$ cat src/rtl/tw_pkg.sv
// Shared constants and state encoding for the two-wire register slave.
// Assumes byte-wide registers and 7-bit addressing.
package tw_pkg;
    localparam int BYTE_BITS = 8;
    localparam int BCNT_W    = $clog2(BYTE_BITS + 1);

    localparam logic [5:0] DEV_ADDR_HI = 6'b100010;

    localparam logic [7:0] REG_DIV     = 8'h5D;
    localparam logic [7:0] REG_CTRL    = 8'h60;
    localparam logic [7:0] REG_TEMP_HI = 8'h64;
    localparam logic [7:0] REG_TEMP_LO = 8'h65;
    localparam logic [7:0] REG_TUNE    = 8'h66;

    typedef enum logic [2:0] {
        ST_IDLE,
        ST_ADDR,
        ST_PTR,
        ST_WDATA,
        ST_READ,
        ST_WAIT
    } tw_state_t;
endpackage

$ cat src/rtl/tw_line_filter.sv
// Synchronises one bus line into the clock domain and rejects pulses shorter
// than FILT_CYC cycles. Assumes the line idles high; the output resets high.
module tw_line_filter #(
    parameter int SYNC_STAGES = 2,
    parameter int FILT_CYC    = 4
) (
    input  logic clk,
    input  logic rst_n,
    input  logic line_i,
    output logic line_o
);
    localparam int CW = $clog2(FILT_CYC + 1);

    logic [SYNC_STAGES-1:0] sync_q;
    logic [CW-1:0]          run_cnt;
    logic                   synced;

    assign synced = sync_q[SYNC_STAGES-1];

    // Metastability chain.
    always_ff @(posedge clk) begin
        if (!rst_n) sync_q <= '1;
        else        sync_q <= {sync_q[SYNC_STAGES-2:0], line_i};
    end

    // Accept a new level only after it persists for FILT_CYC cycles.
    always_ff @(posedge clk) begin
        if (!rst_n) begin
            run_cnt <= '0;
            line_o  <= 1'b1;
        end else if (synced == line_o) begin
            run_cnt <= '0;
        end else if (run_cnt == CW'(FILT_CYC - 1)) begin
            line_o  <= synced;
            run_cnt <= '0;
        end else begin
            run_cnt <= run_cnt + 1'b1;
        end
    end
endmodule

$ cat src/rtl/tw_regfile.sv
// Register bank behind the bus slave: three writable bytes and a read-only
// temperature snapshot. Writes to unmapped or read-only addresses are dropped.
module tw_regfile
    import tw_pkg::*;
#(
    parameter int          TEMP_W   = 16,
    parameter logic [7:0]  DIV_RST  = 8'h00,
    parameter logic [7:0]  CTRL_RST = 8'h00,
    parameter logic [7:0]  TUNE_RST = 8'h00
) (
    input  logic              clk,
    input  logic              rst_n,
    input  logic              wr_en,
    input  logic [7:0]        wr_addr,
    input  logic [7:0]        wr_data,
    input  logic [7:0]        rd_addr,
    input  logic [TEMP_W-1:0] temp_snap,
    output logic [7:0]        rd_data,
    output logic [7:0]        div_o,
    output logic [7:0]        ctrl_o,
    output logic [7:0]        tune_o
);
    // Store a byte into the one writable register it addresses.
    always_ff @(posedge clk) begin
        if (!rst_n) begin
            div_o  <= DIV_RST;
            ctrl_o <= CTRL_RST;
            tune_o <= TUNE_RST;
        end else if (wr_en) begin
            case (wr_addr)
                REG_DIV:  div_o  <= wr_data;
                REG_CTRL: ctrl_o <= wr_data;
                REG_TUNE: tune_o <= wr_data;
                default:  ;
            endcase
        end
    end

    // Read multiplexer; unmapped addresses return zero.
    always_comb begin
        case (rd_addr)
            REG_DIV:     rd_data = div_o;
            REG_CTRL:    rd_data = ctrl_o;
            REG_TEMP_HI: rd_data = temp_snap[TEMP_W-1 -: 8];
            REG_TEMP_LO: rd_data = temp_snap[7:0];
            REG_TUNE:    rd_data = tune_o;
            default:     rd_data = 8'h00;
        endcase
    end
endmodule

$ cat src/rtl/twowire_regslave.sv
// Two-wire bus slave with a pointer-addressed register bank.
// Assumes clk runs at least 4*(SYNC_STAGES+FILT_CYC+2) times faster than SCL
// and that the master never stretches or stops mid-bit. SDA is driven only
// low (sda_oe_o = 1); the pad and pull-up are outside.
module twowire_regslave
    import tw_pkg::*;
#(
    parameter int SYNC_STAGES = 2,
    parameter int FILT_CYC    = 4,
    parameter int TEMP_W      = 16
) (
    input  logic              clk,
    input  logic              rst_n,
    input  logic              scl_i,
    input  logic              sda_i,
    output logic              sda_oe_o,
    input  logic              addr_pin_i,
    input  logic [TEMP_W-1:0] temp_i,
    output logic [7:0]        div_sel_o,
    output logic [7:0]        ctrl_o,
    output logic [7:0]        tune_o
);
    localparam int N_LINES = 2;

    logic [N_LINES-1:0] raw_lines, filt_lines;
    logic scl_f, sda_f, scl_q, sda_q;
    logic start_ev, stop_ev, scl_rise, scl_fall;

    tw_state_t           state;
    logic [BCNT_W-1:0]   bitcnt;
    logic                ack_phase, rw_q;
    logic [7:0]          ptr_q, shreg, txsh, rd_data, cont_byte;
    logic [TEMP_W-1:0]   temp_snap;
    logic                addr_hit, byte_full, wr_en;

    assign raw_lines = {scl_i, sda_i};

    // One filter per bus line.
    for (genvar g = 0; g < N_LINES; g++) begin : g_line
        tw_line_filter #(
            .SYNC_STAGES(SYNC_STAGES),
            .FILT_CYC   (FILT_CYC)
        ) u_filt (
            .clk   (clk),
            .rst_n (rst_n),
            .line_i(raw_lines[g]),
            .line_o(filt_lines[g])
        );
    end

    assign scl_f = filt_lines[1];
    assign sda_f = filt_lines[0];

    // Previous filtered levels for edge and bus-condition detection.
    always_ff @(posedge clk) begin
        if (!rst_n) begin
            scl_q <= 1'b1;
            sda_q <= 1'b1;
        end else begin
            scl_q <= scl_f;
            sda_q <= sda_f;
        end
    end

    assign start_ev  = scl_f & scl_q & sda_q & ~sda_f;
    assign stop_ev   = scl_f & scl_q & ~sda_q & sda_f;
    assign scl_rise  = scl_f & ~scl_q;
    assign scl_fall  = ~scl_f & scl_q;

    assign addr_hit  = (shreg[7:1] == {DEV_ADDR_HI, addr_pin_i});
    assign byte_full = (bitcnt == BCNT_W'(BYTE_BITS));
    assign cont_byte = (ptr_q == REG_TEMP_HI) ? temp_snap[7:0] : rd_data;
    assign wr_en     = scl_fall && !ack_phase && byte_full && (state == ST_WDATA);

    // Transfer sequencer: receive on SCL rise, drive SDA after SCL fall.
    always_ff @(posedge clk) begin
        if (!rst_n) begin
            state     <= ST_IDLE;
            bitcnt    <= '0;
            ack_phase <= 1'b0;
            rw_q      <= 1'b0;
            ptr_q     <= 8'h00;
            shreg     <= 8'h00;
            txsh      <= 8'h00;
            sda_oe_o  <= 1'b0;
            temp_snap <= '0;
        end else if (start_ev) begin
            state     <= ST_ADDR;
            bitcnt    <= '0;
            ack_phase <= 1'b0;
            sda_oe_o  <= 1'b0;
        end else if (stop_ev) begin
            state     <= ST_IDLE;
            bitcnt    <= '0;
            ack_phase <= 1'b0;
            sda_oe_o  <= 1'b0;
        end else if (scl_rise) begin
            case (state)
                ST_ADDR, ST_PTR, ST_WDATA: begin
                    if (!ack_phase) begin
                        shreg  <= {shreg[6:0], sda_f};
                        bitcnt <= bitcnt + 1'b1;
                    end
                end
                ST_READ: begin
                    if (ack_phase) begin
                        if (sda_f) begin
                            state     <= ST_WAIT;
                            ack_phase <= 1'b0;
                        end
                    end else begin
                        bitcnt <= bitcnt + 1'b1;
                    end
                end
                default: ;
            endcase
        end else if (scl_fall) begin
            if (ack_phase) begin
                ack_phase <= 1'b0;
                bitcnt    <= '0;
                sda_oe_o  <= 1'b0;
                case (state)
                    ST_ADDR: begin
                        if (rw_q) begin
                            state    <= ST_READ;
                            txsh     <= rd_data;
                            sda_oe_o <= ~rd_data[7];
                        end else begin
                            state <= ST_PTR;
                        end
                    end
                    ST_PTR:  state <= ST_WDATA;
                    ST_READ: begin
                        txsh     <= cont_byte;
                        sda_oe_o <= ~cont_byte[7];
                    end
                    default: ;
                endcase
            end else if (byte_full) begin
                case (state)
                    ST_ADDR: begin
                        if (addr_hit) begin
                            ack_phase <= 1'b1;
                            sda_oe_o  <= 1'b1;
                            rw_q      <= shreg[0];
                            if (shreg[0]) temp_snap <= temp_i;
                        end else begin
                            state <= ST_WAIT;
                        end
                    end
                    ST_PTR: begin
                        ptr_q     <= shreg;
                        ack_phase <= 1'b1;
                        sda_oe_o  <= 1'b1;
                    end
                    ST_WDATA: begin
                        ack_phase <= 1'b1;
                        sda_oe_o  <= 1'b1;
                    end
                    ST_READ: begin
                        ack_phase <= 1'b1;
                        sda_oe_o  <= 1'b0;
                    end
                    default: ;
                endcase
            end else if (state == ST_READ && bitcnt != '0) begin
                txsh     <= {txsh[6:0], 1'b0};
                sda_oe_o <= ~txsh[6];
            end
        end
    end

    tw_regfile #(
        .TEMP_W(TEMP_W)
    ) u_regs (
        .clk      (clk),
        .rst_n    (rst_n),
        .wr_en    (wr_en),
        .wr_addr  (ptr_q),
        .wr_data  (shreg),
        .rd_addr  (ptr_q),
        .temp_snap(temp_snap),
        .rd_data  (rd_data),
        .div_o    (div_sel_o),
        .ctrl_o   (ctrl_o),
        .tune_o   (tune_o)
    );
endmodule

$ cat config.mk
export PLATFORM = sky130hd
export DESIGN_NAME = twowire_regslave
export DESIGN_NICKNAME = d
export VERILOG_FILES = /design/src/rtl/tw_pkg.sv /design/src/rtl/tw_line_filter.sv /design/src/rtl/tw_regfile.sv /design/src/rtl/twowire_regslave.sv
export SDC_FILE = /design/constraint.sdc
export NUM_CORES = 1
export LEC_CHECK = 0
export ABC_AREA = 1
export BUFFER_PORTS_ARGS = -buffer_cell sky130_fd_sc_hd__buf_2
export CORE_MARGIN = 2
export CORE_UTILIZATION = 55
export CTS_BUF_LIST = sky130_fd_sc_hd__clkbuf_16
export DETAILED_ROUTE_END_ITERATION = 6
export PLACE_DENSITY = 0.74
export SYNTH_ARGS = -nofsm -noshare
export SYNTH_HDL_FRONTEND = slang
export SYNTH_SLANG_ARGS = --single-unit
$ cat constraint.sdc
create_clock -name clk -period 3.14 [get_ports clk]
set_input_delay 0.157 -clock clk [delete_from_list [all_inputs] [get_ports clk]]
set_output_delay 0.157 -clock clk [all_outputs]
set_load 0.03 [all_outputs]
Yosys cells after proc, flatten, opt, wreduce, memory -nomap -nowiden:

Index checks and enable logic that the tools add are counted.

* register bits: 87
* bits in latches: 0
* RAM bits: 0
* bits in read-only memories: 0
* bits of input ports: 21
* output and inout port bits: 25
* word-level logic and storage cells: 155
* memories kept: 0

* add/sub/neg operators: 3
* multiply operators: 0
* div/mod/pow operators: 0
* magnitude comparators: 0
* equal/unequal tests: 30
* shift-type cells: 0
* mux-type cells: 41
* bitwise operators: 21
* reduce and logical (&&, ||, !) cells: 39

Operators with widths (number)
* == test 8 x 7 -> 1 bit, second input constant: 5
* case mux 8 bit (5 select lines): 1
* AND reduction 8 bit: 4
* two-way mux 3 bit: 10
* two-way mux 7 bit: 4
* two-way mux 4 bit: 5
* nonzero test 4 bit: 4
* two-way mux 1 bit: 15
* OR reduction 3 bit: 5
* NOT 1 bit: 14
* case mux 7 bit (2 select lines): 1
* == test 3 x 2 -> 1 bit, second input constant: 4
* inequality test 4 x 3 -> 1 bit, second input constant: 3
* AND reduction 2 bit: 6
* AND reduction 5 bit: 2
* nonzero test 2 bit: 5
* AND reduction 9 bit: 1
* two-way mux 8 bit: 1
* inequality test 2 bit, second input constant: 4
* inequality test 4 bit, second input constant: 2
* AND 1 bit: 7
* == test 7 bit: 1
* AND reduction 7 bit: 1
* adder 3 x 1 -> 3 bit, second input constant: 2
* other kinds (19): 27

Logic depth before layout (Yosys ltp):

* word-level depth: 9
* gate-level depth with buffers: 11
* depth with buffers taken out: 11

Cells and area by module:

Synthesis repeated with hierarchy kept, for this count alone.

* cell total of the unflattened synthesis: 720
* area, all modules: 4634.4 sq um

Modules (own cells, without submodules)
* twowire_regslave: instances 1, cells each 383, area each 2567.5 sq um, seq. area each 1021.0 sq um
* tw_regfile: instances 1, cells each 289, area each 1624.1 sq um, seq. area each 480.5 sq um
* tw_line_filter: instances 2, cells each 24, area each 221.5 sq um, seq. area each 120.1 sq um

Worst setup path after synthesis:

OpenSTA, ideal clock, no wires.

* path kind: register to register
* from: reg scl_q
* to: reg temp_snap[12]
* library setup time: 0.116 ns
* arrival time: 1.573 ns
* data required time: 3.024 ns
* slack: 1.451 ns
* stages on the path, launching flop included: 12
* path buffers: 1
* path through: dfxtp_1 > inv_1 > ha_1 > inv_2 > nand2_1 > nor2_2 > nand3_2 > nor2_4 > nand2_4 > buf_6 > o21ai_1 > a21oi_1

* word-level cells in the longest chain between the ends: 5
* elaborated cells on any way between the ends: 12

RTL lines
* from (decl): line twowire_regslave.sv:26 `logic scl_f, sda_f, scl_q, sda_q;`
* from (signal assigned): line twowire_regslave.sv:60 `scl_q <= scl_f;`
* AND 1 bit: line twowire_regslave.sv:65, twowire_regslave.sv:66
* AND 1 bit (on tied branches) (2 in a row): line twowire_regslave.sv:66, twowire_regslave.sv:65
* NOT 1 bit (no line)
* AND reduction 9 bit (no line) *
* to (signal assigned): line twowire_regslave.sv:146 `if (shreg[0]) temp_snap <= temp_i;`
* to (decl): line twowire_regslave.sv:33 `logic [TEMP_W-1:0] temp_snap;`

Mark *: on every way between the ends. The rest lies on a longest branch, timed or not.
A chain may end at the register's enable or synchronous reset.

Worst setup path in the final report:

* from: reg ack_phase
* to: reg bitcnt[2]

* word-level cells in the longest chain between the ends: 2
* elaborated cells on any way between the ends: 3

RTL lines
* from (decl): line twowire_regslave.sv:31 `logic ack_phase, rw_q;`
* from (signal assigned): line twowire_regslave.sv:80 `ack_phase <= 1'b0;`
* from (signal assigned): line twowire_regslave.sv:90 `ack_phase <= 1'b0;`
* from (signal assigned): line twowire_regslave.sv:95 `ack_phase <= 1'b0;`
* inequality test 2 bit (no line) or nonzero test 2 bit (tied branches)
* AND reduction 4 bit (no line) *
* to (signal assigned): line twowire_regslave.sv:102 `bitcnt <= bitcnt + 1'b1;`
* to (signal assigned): line twowire_regslave.sv:112 `bitcnt <= bitcnt + 1'b1;`
* to (decl): line twowire_regslave.sv:30 `logic [BCNT_W-1:0] bitcnt;`

Marked as above.

==> flow_summary_export.csv <==
group,metric,value,unit
final_layout,fin_util,65.1,%
yosys,synth_top_family_by_area,"simple AND/OR/NAND/NOR gates",
sta,setup_viol,0,
worst_setup_path,cp-endpoint,"bitcnt[2]",
final_layout,nets,627,
final_layout,diodes,0,
yosys,synth.distinct_cells,32,
flow_run,max_cap_viol_count,0,
worst_setup_path,arrival,2330,ps
clock_tree,cts_root_buf,"clkbuf_16",
detailed_routing,viasPerCell,5.29,
die,start_util,57.0,%
global_route,grt_max_degree,54,
final_layout,fin_area,0.00472,mm^2
worst_setup_path,r2r_start,"ack_phase",
placed_design,postPlaceCellArea,0.00438,mm^2
yosys,syn_area_per_cell,7.46,um^2
final_layout,final_common_cell,"nor2_1",
worst_setup_path,cp_max_fo,15,
yosys,netlist_area,0.00413,mm^2
clock_tree,clkLatencyLatePin,340,ps
power,cellLeakagePower,1.85,nW
final_layout,multi_input_area,0.00204,mm^2
clock_tree,clock_path_buffers,2,
sta,rsz0062_at_grt,"no",
placed_design,place_congestion,0.908,
detailed_routing,firstDrtPassIters,5,
die,die-area,0.00822,mm^2
sta,hold_viol,0,
worst_setup_path,crit_required,3370,ps
placed_design,dp_hpwl,6970,um
clock_tree,clk_pin_slew_worst_paths,60,ps
worst_setup_path,timing.rr.end,"bitcnt[2]",
die,die_w,90.7,um
yosys,ys_warn_count,0,
yosys,syn_inst,554,
worst_setup_path,r2r_setup_slack,1040,ps
worst_hold_path,hp-class,"input port to register",
worst_setup_path,crit_cells,8,
worst_setup_path,cp-end-kind,"register",
detailed_routing,num_vias,3692,
sta,slew_headroom,66.4,%
clock_tree,cts-buffers-inserted,9,
worst_setup_path,cp_num_buf_inv,2,
sta,max_freq,476,MHz
yosys,synth_mux_area_share,0,%
detailed_routing,wire_per_inst,13.7,um
worst_setup_path,crit_path_top_delay_cell,"dfxtp_1",
die,rows,31,
sta,min_period_over_period,66.9,%
outcome,status,"finished, final reports clean",
detailed_routing,drt_iter0_drc,180,
worst_setup_path,rr_worst_depth,8,
final_layout,seqCellArea,0.00174,mm^2
die,die_h,90.7,um
detailed_routing,antenna_left,0,
final_layout,areaGrowthSynthToFinish,14.3,%
worst_setup_path,critPathKind,"register to register",
worst_setup_path,crit_start,"ack_phase",
worst_setup_path,slowest_delay,630,ps
yosys,synth_compound_area_share,17.1,%
detailed_routing,drc,0,
global_route,grt_pass1_vias,3409,
final_layout,fillCellCount,669,
worst_setup_path,path_delay_family,"flip-flops",
yosys,ys_ff_latch,87,
yosys,synth_adder_area_share,3.33,%
clock_tree,htree_levels,3,
yosys,synth_nets,586,
clock_tree,cts_tree,"yes",
worst_setup_path,path_cells,"inv_1, ha_1, inv_1, nand2_1, nor2_1, nand2_1, xor2_1, nor2_1",
worst_setup_path,startpoint_type,"register",
sta,final.min_clock_period,2100,ps
detailed_routing,wl,9540,um
die,core_area,0.00725,mm^2
clock_tree,clock-sinks,87,
sta,fin_worst_skew,4.38,ps
yosys,synth-simple-area-share,28.6,%
final_layout,drive_gt1_share,18.5,%
global_route,grt_usage,24.1,%
sta,timing.setup.tns,0,ps
final_layout,final_cell_mix,"93 x nor2_1, 87 x dfxtp_1, 73 x nand2_1",
power,vdd_drop_max,0.315,mV
yosys,seq_area_frac_synth,42.2,%
yosys,synth-xor-area-share,0.424,%
global_route,grt_antenna_before_repair,0,
sta,max_slew.worst_pin.slew,503,ps
global_route,grt_pass1_wl,16000,um
sta,slew_violations,0,
global_route,grt_overflow,0,
die,ios,46,
power,p_per_area,500,mW/mm^2
placed_design,port_buffers,45,
-- area by class of cell --
cell class | instances | share of cell area (%)
Multi-Input combinational cell | 388 | 43.2
Tap cell | 99 | 2.62
Clock inverter | 6 | 2.33
Sequential cell | 87 | 36.9
Clock buffer | 9 | 4.77
Inverter | 61 | 4.85
Timing Repair Buffer | 48 | 5.30
-- cells by family after synthesis --
| family | Yosys count |
|---|---|
| XOR/XNOR | 2 |
| AND/OR/NAND/NOR | 244 |
| buffers and inverters | 79 |
| AO/OA/AOI/OAI | 131 |
| flip-flops | 87 |
| adder cells (fa/ha/maj) | 11 |
-- power breakdown --
part / switching [mW] / leakage, nW / total [mW] / internal (mW)
clock: 0.429 / 0.163 / 1.20 / 0.773
combinational: 0.0288 / 0.989 / 0.0485 / 0.0197
sequential: 0.00143 / 0.702 / 1.11 / 1.11
total: 0.460 / 1.85 / 2.36 / 1.90
-- per-stage QoR --
| stage | cells | setup WS [ps] | total power [mW] | hold WS, ps |
|---|---|---|---|---|
| 2_1_floorplan | 554 | 1450 | 1.16 | 264 |
| 3_5_place_dp | 682 | 1050 | 1.18 | 347 |
| 6_report | 698 | 1040 | 2.36 | 16.7 |
| 4_1_cts | 698 | 1030 | 2.37 | 9.31 |
| 3_3_place_gp | 682 | 1090 | 1.18 | 341 |
| 5_1_grt | 698 | 838 | 2.42 | 21.7 |
-- worst min path at each step --
stage / startpoint / endpoint / slack (ps) / cells after the start
final: scl_i / g_line[1].u_filt.sync_q[0] / 20 / 2
after global routing: scl_i / g_line[1].u_filt.sync_q[0] / 20 / 2
after CTS: scl_i / g_line[1].u_filt.sync_q[0] / 9 / 2
after detailed placement: sda_i / g_line[0].u_filt.sync_q[0] / 350 / 2
after global placement: sda_i / g_line[0].u_filt.sync_q[0] / 340 / 2
after floorplan: sda_i / g_line[0].u_filt.sync_q[0] / 260 / 1
-- repair_timing --
action	in CTS	in global routing
gates resized for setup	0	0
setup buffers	0	0
hold buffers	1	0
hold endpoints to repair	1	0
-- Yosys cell counts --
| cell type | n | share of area (%) |
|---|---|---|
| nand3_4 | 3 | 1.3 |
| buf_6 | 6 | 1.6 |
| nand4_1 | 3 | 0.45 |
| buf_4 | 1 | 0.18 |
| nor2_8 | 1 | 0.48 |
| xor2_1 | 2 | 0.42 |
| nand2_1 | 73 | 6.6 |
| a211oi_1 | 7 | 1.3 |
| o21ai_1 | 15 | 1.8 |
| nor2_2 | 7 | 1.1 |
| a21oi_1 | 60 | 7.3 |
| nor3_1 | 2 | 0.24 |
| ha_1 | 11 | 3.3 |
| nand2_2 | 6 | 0.91 |
| buf_2 | 3 | 0.36 |
| nor2_1 | 93 | 8.4 |
| o211ai_1 | 3 | 0.55 |
| inv_2 | 10 | 0.91 |
| o21ai_0 | 41 | 5.0 |
| nand3_2 | 4 | 0.97 |
| o22ai_1 | 1 | 0.15 |
| or2_2 | 4 | 0.61 |
| o21ai_2 | 1 | 0.21 |
| clkbuf_1 | 8 | 0.73 |
| nand2_4 | 2 | 0.55 |
| dfxtp_1 | 87 | 42 |
| inv_1 | 51 | 4.6 |
| nand3_1 | 37 | 4.5 |
| nand4_2 | 1 | 0.30 |
| a21oi_2 | 1 | 0.21 |
| nor2_4 | 8 | 2.2 |
| a211oi_2 | 2 | 0.61 |
-- state kept, by name, summed over array words and instances, names as in the netlist --
register and cells:
g_line.u_filt.line_o 2, g_line.u_filt.run_cnt 6, rw_q 1, temp_snap 16, ack_phase 1, txsh 7, u_regs.ctrl_o 8, bitcnt 4
state 3, u_regs.div_o 8, ptr_q 8, sda_q 1, shreg 8, sda_oe_o 1, u_regs.tune_o 8, g_line.u_filt.sync_q 4
scl_q 1
-- layer usage --
metal	up-vias	GRT usage (%)	share of wire [%]
li1	1898	-	-
met1	1683	32.5	48
met2	96	38.9	46
met3	15	4.67	4.8
met4	0	7.56	1.8
met5	-	0	0
Power figures use the tool's default switching activity.
